===== config.mk =====
export PLATFORM = sky130hd
export DESIGN_NAME = accst_store_shifter
export DESIGN_NICKNAME = d
export VERILOG_FILES = /design/src/rtl/accst_pkg.sv /design/src/rtl/accst_window.sv /design/src/rtl/accst_barrel.sv /design/src/rtl/accst_outreg.sv /design/src/rtl/accst_store_shifter.sv
export SDC_FILE = /design/constraint.sdc
export NUM_CORES = 1
export LEC_CHECK = 0
export ABC_AREA = 1
export BUFFER_PORTS_ARGS = -buffer_cell sky130_fd_sc_hd__clkbuf_2
export CAP_MARGIN = 25
export CORE_ASPECT_RATIO = 0.6
export CORE_MARGIN = 3
export CORE_UTILIZATION = 49
export CTS_CLUSTER_SIZE = 30
export DETAILED_ROUTE_END_ITERATION = 6
export GPL_ROUTABILITY_DRIVEN = 0
export PLACE_DENSITY_LB_ADDON = 0.3
export SETUP_SLACK_MARGIN = 0.5
export SYNTH_ARGS = -nofsm -noshare
export SYNTH_HDL_FRONTEND = slang
export SYNTH_SLANG_ARGS = --single-unit

===== constraint.sdc =====
create_clock -name clk -period 1.27 [get_ports clk]
set_input_delay 0.1905 -clock clk [delete_from_list [all_inputs] [get_ports clk]]
set_output_delay 0.1905 -clock clk [all_outputs]
set_load 0.02 [all_outputs]

===== src/rtl/accst_pkg.sv =====
package accst_pkg;
  typedef enum logic {
    HALF_LOW  = 1'b0,
    HALF_HIGH = 1'b1
  } half_sel_e;
endpackage


===== src/rtl/accst_window.sv =====
// Builds the double-width source word that the shifter works on.
// Upper half: the whole accumulator, so low-half MSBs feed the vacated bits.
// Lower half: the lower half on top of a zero field, so zeros feed in.
module accst_window
  import accst_pkg::*;
#(
  parameter int HALF_W = 16,
  localparam int ACC_W = 2 * HALF_W
) (
  input  logic [ACC_W-1:0] acc,
  input  half_sel_e        half,
  output logic [ACC_W-1:0] src
);
  always_comb begin
    if (half == HALF_HIGH) src = acc;
    else                   src = {acc[HALF_W-1:0], {HALF_W{1'b0}}};
  end
endmodule


===== src/rtl/accst_barrel.sv =====
// Logarithmic left shifter: stage k shifts by 2**k when count bit k is set.
module accst_barrel #(
  parameter int W       = 32,
  parameter int SHIFT_W = 3
) (
  input  logic [W-1:0]       din,
  input  logic [SHIFT_W-1:0] count,
  output logic [W-1:0]       dout
);
  logic [W-1:0] stage [0:SHIFT_W];
  assign stage[0] = din;
  for (genvar k = 0; k < SHIFT_W; k++) begin : g_stage
    localparam int STEP = 1 << k;
    assign stage[k+1] = count[k] ? (stage[k] << STEP) : stage[k];
  end
  assign dout = stage[SHIFT_W];
endmodule


===== src/rtl/accst_outreg.sv =====
module accst_outreg #(
  parameter int W = 16
) (
  input  logic         clk,
  input  logic         rst,
  input  logic         load,
  input  logic [W-1:0] d,
  output logic [W-1:0] q,
  output logic         valid
);
  always_ff @(posedge clk) begin
    if (rst) begin
      q     <= '0;
      valid <= 1'b0;
    end else begin
      valid <= load;
      if (load) q <= d;
    end
  end

  assert_reset_clears_R1: assert property (@(posedge clk)
    rst |=> (!valid && q == '0));
  assert_valid_after_load_R2: assert property (@(posedge clk) disable iff (rst)
    load |=> valid);
  assert_no_valid_when_idle_R2: assert property (@(posedge clk) disable iff (rst)
    !load |=> !valid);
  assert_hold_when_idle_R6: assert property (@(posedge clk) disable iff (rst)
    !load |=> $stable(q));
endmodule


===== src/rtl/accst_store_shifter.sv =====
module accst_store_shifter
  import accst_pkg::*;
#(
  parameter int HALF_W  = 16,
  parameter int SHIFT_W = 3,
  localparam int ACC_W  = 2 * HALF_W
) (
  input  logic               clk,
  input  logic               rst,
  input  logic               store_req,
  input  logic               sel_high,
  input  logic [SHIFT_W-1:0] shift_amt,
  input  logic [ACC_W-1:0]   acc_in,
  output logic [HALF_W-1:0]  store_word,
  output logic               store_valid
);
  logic [ACC_W-1:0] src;
  logic [ACC_W-1:0] shifted;
  half_sel_e        half;

  assign half = sel_high ? HALF_HIGH : HALF_LOW;

  accst_window #(.HALF_W(HALF_W)) window_i (
    .acc  (acc_in),
    .half (half),
    .src  (src)
  );

  accst_barrel #(.W(ACC_W), .SHIFT_W(SHIFT_W)) barrel_i (
    .din   (src),
    .count (shift_amt),
    .dout  (shifted)
  );

  accst_outreg #(.W(HALF_W)) outreg_i (
    .clk   (clk),
    .rst   (rst),
    .load  (store_req),
    .d     (shifted[ACC_W-1 -: HALF_W]),
    .q     (store_word),
    .valid (store_valid)
  );

  assert_high_fill_from_low_R3: assert property (@(posedge clk) disable iff (rst)
    (store_req && sel_high && shift_amt != '0) |=>
      store_word[0] == $past(acc_in[HALF_W - int'(shift_amt)]));
  assert_low_zero_fill_R4: assert property (@(posedge clk) disable iff (rst)
    (store_req && !sel_high && shift_amt != '0) |=> store_word[0] == 1'b0);
  assert_zero_shift_high_R5: assert property (@(posedge clk) disable iff (rst)
    (store_req && sel_high && shift_amt == '0) |=>
      store_word == $past(acc_in[ACC_W-1:HALF_W]));
  assert_zero_shift_low_R5: assert property (@(posedge clk) disable iff (rst)
    (store_req && !sel_high && shift_amt == '0) |=>
      store_word == $past(acc_in[HALF_W-1:0]));
endmodule


==> summary.md, run 1 <==
• **post-detail-place hpwl** 3410 µm
• **post-synthesis cell type count** 16
• **maximum number of pins on one net before global-route repair** 20
• **Synthesized Nets** 319
• **height of the chip** 48.8 µm
• **hold-fix buffer count after cts** 0
• **last stage reached** 5_1_grt
• **first error** [ERROR DPL-0038] Utilization greater than 100%, impossible to legalize
• **register bit total from synthesis** 17
• **number of top-level pins** 56
• **mean cell area of the mapped netlist** 5.35 µm²
• **pin category terminating the worst setup path after the last repair** register input
• **outcome** did not finish
• **std cell rows** 14
• **Post-Synthesis Cells** 280
• **number of warnings reported in the yosys synthesis log** 0
• **portion of the post-synthesis area used by sequential elements** 22.7%
• **number of CTS-inserted buffers** 3
• **count of H-tree levels built during CTS** 1
• **width of the die** 77.4 µm
• **synthesized cell area** 1500 µm²
• **Port Buf Inserts** 55
• **endpoint with the least setup slack after the last repair** outreg_i.q[7]$_SDFFE_PP0P_/D
• **worst-case clock buffer depth** 2
• **starting density of the core** 55.5%
• **Root Buffer Master** sky130_fd_sc_hd__clkbuf_8
• **post-placement cell area** 1870 µm²
• **number of clock sinks seen by CTS** 17
Yosys cell counts:
| cell | instances | area, µm² |
|---|---|---|
| sky130_fd_sc_hd__inv_2 | 2 | 7.51 |
| sky130_fd_sc_hd__buf_4 | 3 | 22.5 |
| sky130_fd_sc_hd__buf_6 | 2 | 22.5 |
| sky130_fd_sc_hd__dfxtp_1 | 17 | 340 |
| sky130_fd_sc_hd__o21ai_1 | 2 | 10.0 |
| sky130_fd_sc_hd__nand3_1 | 89 | 445 |
| sky130_fd_sc_hd__inv_1 | 16 | 60.1 |
| sky130_fd_sc_hd__nor2_1 | 21 | 78.8 |
| sky130_fd_sc_hd__buf_1 | 1 | 3.75 |
| sky130_fd_sc_hd__inv_4 | 1 | 6.26 |
| sky130_fd_sc_hd__nand2_1 | 99 | 372 |
| sky130_fd_sc_hd__clkbuf_1 | 6 | 22.5 |
| sky130_fd_sc_hd__buf_2 | 6 | 30.0 |
| sky130_fd_sc_hd__o21ai_0 | 7 | 35.0 |
| sky130_fd_sc_hd__a21oi_1 | 7 | 35.0 |
| sky130_fd_sc_hd__a31oi_1 | 1 | 6.26 |
logic make-up after synthesis:
logic type             count (synthesis)  synth area share, %
AO/OA/AOI/OAI                         17                 5.76
flip-flops                            17                 22.7
buffers and inverters                 37                 11.7
AND/OR/NAND/NOR                      209                 59.8
stage by stage:
| step | setup WS (ns) | instances |
|---|---|---|
| after global placement | 0.0564 | 367 |
| after detailed placement | 0.0449 | 367 |
| after floorplan | 0.230 | 280 |
| after CTS | 0.343 | 377 |
what timing repair did:
action | in CTS
cloned | 4
resized for setup | 138
buffers inserted | 2
endpoints found under the setup margin | 33
hold endpoints to repair | 0
pin swaps | 25
==> run 2: changes to the inputs <==
--- a/config.mk
+++ b/config.mk
@@ -8,14 +8,11 @@
 export ABC_AREA = 1
 export BUFFER_PORTS_ARGS = -buffer_cell sky130_fd_sc_hd__clkbuf_2
 export CAP_MARGIN = 25
-export CORE_ASPECT_RATIO = 0.6
 export CORE_MARGIN = 3
-export CORE_UTILIZATION = 49
-export CTS_CLUSTER_SIZE = 30
+export CORE_UTILIZATION = 40
 export DETAILED_ROUTE_END_ITERATION = 6
 export GPL_ROUTABILITY_DRIVEN = 0
-export PLACE_DENSITY_LB_ADDON = 0.3
-export SETUP_SLACK_MARGIN = 0.5
+export PLACE_DENSITY_LB_ADDON = 0.15
 export SYNTH_ARGS = -nofsm -noshare
 export SYNTH_HDL_FRONTEND = slang
 export SYNTH_SLANG_ARGS = --single-unit
==> run 2 against run 1 <==
The run now ends clean. Area after synthesis is the same. Synthesized cell count unchanged.
==> summary.md, run 2 <==
• **cell with the largest stage delay on the worst path** sky130_fd_sc_hd__dfxtp_1
• **count of H-tree levels built during CTS** 1, unchanged
• **register bit total from synthesis** 17, unchanged
• **full die area** 4510 µm²
• **max reg flops** 16
• **outcome** completed
• **worst path required time** 1.08 ns
• **fraction of registers with async set/reset** 0%, unchanged
• **ratio of cells with drive above 1 in the final layout** 22.2%
• **register with the most flip-flops** outreg_i.q
• **cell with the most instances after synthesis** sky130_fd_sc_hd__nand2_1
• **Post-Synthesis Cells** 280, unchanged
• **post-synthesis cell type count** 16, unchanged
• **proportion of netlist area held by the largest area contributor** 29.7%, unchanged
• **highest-count cells in the layout ignoring fill and taps** 99 x sky130_fd_sc_hd__nand2_1, 89 x sky130_fd_sc_hd__nand3_1, 55 x sky130_fd_sc_hd__clkbuf_2
• **routed length per instance** 11.4 µm
• **portion of the post-synthesis area used by sequential elements** 22.7%, unchanged
• **minimum period implied by the final worst setup slack** 0.993 ns
• **series of cell instances along the critical path** clkbuf_2
• **sum of overflow across all layers after global routing** 0
• **leading post-synthesis cells by cell area** sky130_fd_sc_hd__nand3_1 30%, sky130_fd_sc_hd__nand2_1 25%, sky130_fd_sc_hd__dfxtp_1 23%, sky130_fd_sc_hd__nor2_1 5.3%, sky130_fd_sc_hd__inv_1 4.0%
• **Least-Margin Pin Slew** 0.331 ns
• **Worst Path Buf+Inv** 1
• **nature of the critical path startpoint** flip-flop
• **width of the die** 67.2 µm, -13%
• **core area** 3470 µm²
• **antenna violations before repair** 0
• **worst-case clock buffer depth** 2, unchanged
• **Clk pin slew, worst setup/hold paths** 0.06 ns
• **post-CTS resize count** 0, -100%
• **timing-limited maximum frequency** 1.01 GHz
• **most common cell after layout, fill and taps aside** sky130_fd_sc_hd__nand2_1
• **maximum number of pins on one net before global-route repair** 22
• **library cell with the largest summed area after synthesis** sky130_fd_sc_hd__nand3_1
• **kind of capture point of the worst setup path** primary output
• **number of CTS-inserted buffers** 3, unchanged
• **most instantiated cells after synthesis** 99 x sky130_fd_sc_hd__nand2_1, 89 x sky130_fd_sc_hd__nand3_1, 21 x sky130_fd_sc_hd__nor2_1
• **Final Slew Violations** 0
• **most common flop cell mapped by yosys** sky130_fd_sc_hd__dfxtp_1
• **drt via density** 5.07
• **setup repair after global routing missed its margin** false
• **post-CTS setup buffer count** 0, -2
• **number of clock sinks seen by CTS** 17, unchanged
• **total global routing track utilization** 19.8%
• **Pleak** 1.11 nW
• **Synthesized Nets** 319, unchanged
• **number of hold violations in the final report** 0
• **Area Growth Syn to Fin** 27.5%
• **Port Buf Inserts** 55, unchanged
• **number of warnings reported in the yosys synthesis log** 0, unchanged
• **Arrival @ worst endpoint** 0.80 ns
• **Pre-Repair DR Iteration Count** 4
• **nets** 374
• **vias in the first global route** 1711
• **hold-fix buffer count after cts** 0, unchanged
• **number of top-level pins** 56, unchanged
• **CP top delay family** flip-flops
• **utilization of the core after routing** 55.1%
• **Critical Path Max Stage Delay** 0.37 ns
• **TNS Setup** 0 ns
• **total setup violations reported at the end of the flow** 0
• **starting density of the core** 43.2%, -12 points
• **clock latency reported for the late side of the worst-skew pair** 0.24 ns
• **number of synthesized flops with an enable pin** 0, unchanged
• **final setup skew** 0 ns
• **total wirelength of the detailed-routed design** 4320 µm
• **power density over the cells** 842 nW/µm²
• **first-pass GRT wire length** 7080 µm
• **largest fanout on the critical path** 2
• **clock tree from TritonCTS** built
• **biggest regs** outreg_i.q: 16 flops, outreg_i.valid: 1 flops
• **drt drc** 0
• **synthesized cell area** 1500 µm², unchanged
• **post-placement cell area** 1860 µm², -0.40%
• **post-detail-place hpwl** 3410 µm, about the same
• **routed vias** 1927
• **Final period util** 78.2%
• **worst relative slew slack** 77.9%
• **highest ir drop seen on vdd** 0.729 mV
• **layout filler cell count** 394
• **max-capacitance violation count** 0
• **Final Instance Area** 1910 µm²
• **post-route antenna net violation count** 0
• **min-delay worst type** primary input to flip-flop
• **height of the chip** 67.2 µm, +38%
• **Root Buffer Master** sky130_fd_sc_hd__clkbuf_8
• **Antenna Cells** 0
• **classification of the worst setup path** flip-flop to primary output
• **mean cell area of the mapped netlist** 5.35 µm², unchanged
• **std cell rows** 21, +7
• **number of violations reported at the end of detailed-routing iteration 0** 89
## run 2: cell counts after synthesis
No cell type changed its count.
## run 2: final timing paths
path / start / endpoint / slack (ns) / cells past startpoint
max: outreg_i.q[5] / store_word[5] / 0.28 / 1
min: rst / outreg_i.valid / 0.28 / 2
max reg2reg: outreg_i.q[5] / outreg_i.q[5] / 0.61 / 4
min reg2reg: outreg_i.q[15] / outreg_i.q[15] / 0.52 / 2
## run 2: power by group
group          leakage (nW)  switching (mW)  total [mW]  internal (mW)
combinational         0.943           0.376       0.615          0.239
sequential            0.141          0.0202       0.596          0.576
clock                0.0228           0.174       0.396          0.222
## run 2: logic make-up after synthesis
logic type             count (synthesis)  share of synthesized area [%]
and+or+nand+nor                      209                           59.8
buffers and inverters                 37                           11.7
DFF                                   17                           22.7
AOI/OAI and AO/OA                     17                           5.76
## run 2: metrics by stage
step / setup WS [ns] / hold slack, ns / power (mW) / instances
5_1_grt: 0.168 / 0.298 / 1.72 / 380
2_1_floorplan: 0.189 / 0.400 / 1.01 / 280
3_5_place_dp: 0.0514 / 0.509 / 1.22 / 376
6_report: 0.277 / 0.283 / 1.61 / 380
4_1_cts: 0.279 / 0.281 / 1.63 / 380
3_3_place_gp: 0.0495 / 0.512 / 1.22 / 376
## run 2: final cells by class
type                            count  area (µm²)  share of cell area, %
Timing Repair Buffer               68         410                   21.5
Inverter                           19        73.8                   3.87
Tap cell                           46        57.6                   3.01
Sequential cell                    17         340                   17.8
Clock buffer                        4        45.0                   2.36
Multi-Input combinational cell    226         982                   51.4
## run 2: layer usage
layer,GRT usage [%],wire (µm)
met3,3.49,219
met5,0,0
met1,25.1,1910
met2,36.3,2170
met4,1.52,23
(Power assumes the default switching activity.)
==> run 3: changes to the inputs <==
==> constraint.sdc (replaced) <==
create_clock -name clk -period 0.9 [get_ports clk]
set_input_delay 0.135 -clock clk [delete_from_list [all_inputs] [get_ports clk]]
set_output_delay 0.135 -clock clk [all_outputs]
set_load 0.02 [all_outputs]
==> run 3 against run 2 <==
First-iteration DRC count increased to 2.6 times the previous value. Clock skew unchanged. Cell count up 2.4%. Largest cell class unchanged. Design area up 28%. Combinational power increased by 90%. Clock power is 40% higher. Critical path depth is the same. Clock-buffer cell count stayed put. Sequential share of layout area shrank 3.6 points. Flip-flop and latch count unchanged. Total power rose by 60%. Critical endpoint is now store_word[14].
==> summary.md, run 3 (synthesis results as in run 2) <==
• **power dissipated by switching net loads** 0.944 mW, +65%
• **max reg flops** 16, unchanged
• **number of CTS-inserted buffers** 3, unchanged
• **number of clock sinks seen by CTS** 17, unchanged
• **final standard cell count with taps included and fillers excluded** 389, +2.4%
• **number of violations reported at the end of detailed-routing iteration 0** 235, +160%
• **part of the power in registers** 33.0%, -4.1 points
• **Pre-Repair DR Iteration Count** 5, +1
• **Final period util** 98.5%
• **Port Buf Inserts** 55, unchanged
• **Final Slew Violations** 0, unchanged
• **ratio of cells with drive above 1 in the final layout** 46.9%, +25 points
• **Antenna Cells** 0, unchanged
• **outcome** completed
• **power density over the cells** 1050 nW/µm², +25%
• **maximum number of pins on one net before global-route repair** 21, -4.5%
• **worst-case clock buffer depth** 2, unchanged
• **routed vias** 2099, +8.9%
• **setup repair after global routing missed its margin** true
• **Critical Path Max Stage Delay** 0.33 ns, -0.04 ns
• **number of top-level pins** 56, unchanged
• **minimum period implied by the final worst setup slack** 0.887 ns
• **Arrival @ worst endpoint** 0.75 ns, -0.05 ns
• **cell with the largest stage delay on the worst path** sky130_fd_sc_hd__dfxtp_1
• **series of cell instances along the critical path** buf_2
• **Worst Path Buf+Inv** 1, unchanged
• **max-capacitance violation count** 0, unchanged
• **std cell rows** 21, unchanged
• **Area Growth Syn to Fin** 63.2%
• **most common cell after layout, fill and taps aside** sky130_fd_sc_hd__nand2_1
• **Pleak** 1.31 nW, +18%
• **register with the most flip-flops** outreg_i.q
• **height of the chip** 67.2 µm, unchanged
• **core area** 3470 µm², unchanged
• **worst relative slew slack** 87.1%, +9.2 points
• **biggest regs** outreg_i.q: 16 flops, outreg_i.valid: 1 flops
• **starting density of the core** 43.2%, unchanged
• **highest ir drop seen on vdd** 0.939 mV, +29%
• **sum of overflow across all layers after global routing** 0, unchanged
• **width of the die** 67.2 µm, unchanged
• **highest-count cells in the layout ignoring fill and taps** 67 x sky130_fd_sc_hd__nand2_1, 55 x sky130_fd_sc_hd__nand3_1, 36 x sky130_fd_sc_hd__clkbuf_2
• **nature of the critical path startpoint** flip-flop
• **kind of capture point of the worst setup path** primary output
• **Least-Margin Pin Slew** 0.193 ns, -0.138 ns
• **utilization of the core after routing** 70.5%, +15 points
• **first-pass GRT wire length** 7230 µm, +2.1%
• **clock network fraction of total power** 21.6%, -3.1 points
• **number of hold violations in the final report** 0, unchanged
• **proportion of power drawn by combinational gates** 45.4%, +7.1 points
• **total wirelength of the detailed-routed design** 5240 µm, +21%
• **timing-limited maximum frequency** 1.13 GHz
• **drt via density** 5.40, +6.4%
• **vias in the first global route** 1748, +2.2%
• **post-route antenna net violation count** 0, unchanged
• **Root Buffer Master** sky130_fd_sc_hd__clkbuf_8
• **total global routing track utilization** 20.2%, +0.35 points
• **count of H-tree levels built during CTS** 1, unchanged
• **drt drc** 0, unchanged
• **routed length per instance** 13.5 µm, +18%
• **final setup skew** 0 ns, unchanged
• **worst path required time** 0.76 ns, -0.32 ns
• **clock latency reported for the late side of the worst-skew pair** 0.25 ns, about the same
• **clock tree from TritonCTS** built
• **min-delay worst type** primary input to flip-flop
• **classification of the worst setup path** flip-flop to primary output
• **full die area** 4510 µm², unchanged
• **antenna violations before repair** 0, unchanged
• **total setup violations reported at the end of the flow** 0, unchanged
• **Switching Fraction** 36.7%, +1.2 points
• **largest fanout on the critical path** 2, unchanged
• **internal power component** 1.63 mW, +57%
• **Cell Count Post-Placement** 381, +1.3%
• **CP top delay family** flip-flops
• **Clk pin slew, worst setup/hold paths** 0.06 ns, about the same
• **post-detail-place hpwl** 3500 µm, +2.8%
• **post-layout power** 2.57 mW, +60%
• **nets** 383, +2.4%
[run 3: cell types whose count changed in the layout (fill, tap and decap cells not counted), moves of 4 or more]
cell,change
sky130_fd_sc_hd__clkbuf_2,-19
sky130_fd_sc_hd__dfxtp_2,+6
sky130_fd_sc_hd__nand2_1,-32
sky130_fd_sc_hd__dfxtp_1,-6
sky130_fd_sc_hd__nand3_2,+32
sky130_fd_sc_hd__buf_4,+13
sky130_fd_sc_hd__nand3_1,-34
sky130_fd_sc_hd__nand2_4,+5
sky130_fd_sc_hd__nand2_2,+27
sky130_fd_sc_hd__buf_2,+4
[run 3: path summary, 6_finish.rpt]
check	cells after the start	start	endpoint	slack [ns]
max	1	outreg_i.q[14]	store_word[14]	0.01
min	3	store_req	outreg_i.valid	0.21
max reg2reg	4	outreg_i.q[8]	outreg_i.q[8]	0.25
min reg2reg	2	outreg_i.q[15]	outreg_i.q[15]	0.52
[run 3: layer usage]
metal / vias to the layer above / track usage [%] / share of wire, % / wire length, µm
met1: 960 / 26.3 / 40 / 2110
met2: 84 / 35.6 / 52 / 2710
met5: - / 0 / 0 / 0
met3: 11 / 3.99 / 6.5 / 340
met4: 0 / 1.77 / 1.5 / 76
li1: 1044 / - / - / -
[run 3: power by group through the flow]
stage | logic [mW] | clock network, mW | registers, mW
6_report | 1.17 | 0.555 | 0.848
5_1_grt | 1.28 | 0.615 | 0.856
4_1_cts | 0.934 | 0.581 | 0.845
3_5_place_dp | 0.909 | 0 | 0.859
3_3_place_gp | 0.904 | 0 | 0.858
2_1_floorplan | 0.525 | 0 | 0.930
[run 3: through the flow]
stage / setup TNS (ns) / hold slack [ns] / setup WS [ns] / instance area (µm²)
after global placement: -3.82 / 0.436 / -0.291 / 1950
final: 0 / 0.213 / 0.0132 / 2440
after CTS: 0 / 0.168 / 0.00143 / 2030
after floorplan: -0.983 / 0.345 / -0.0845 / 1560
after detailed placement: -3.91 / 0.437 / -0.278 / 1950
after global routing: -0.237 / 0.221 / -0.0465 / 2440
[run 3: what timing repair did]
action | in CTS | in global routing
resized for setup | 11 | 108
buffers inserted | 0 | 0
pin swaps | 0 | 16
setup endpoints to repair | 6 | 30
hold buffers | 0 | 0
gates cloned | 0 | 4
[run 3: cell type report]
class / count / area, µm²
Sequential cell: 17 / 348
Clock buffer: 4 / 45.0
Timing Repair Buffer: 77 / 623
Tap cell: 46 / 57.6
Fill cell: 330 / 1020
Multi-Input combinational cell: 226 / 1290
Inverter: 19 / 83.8
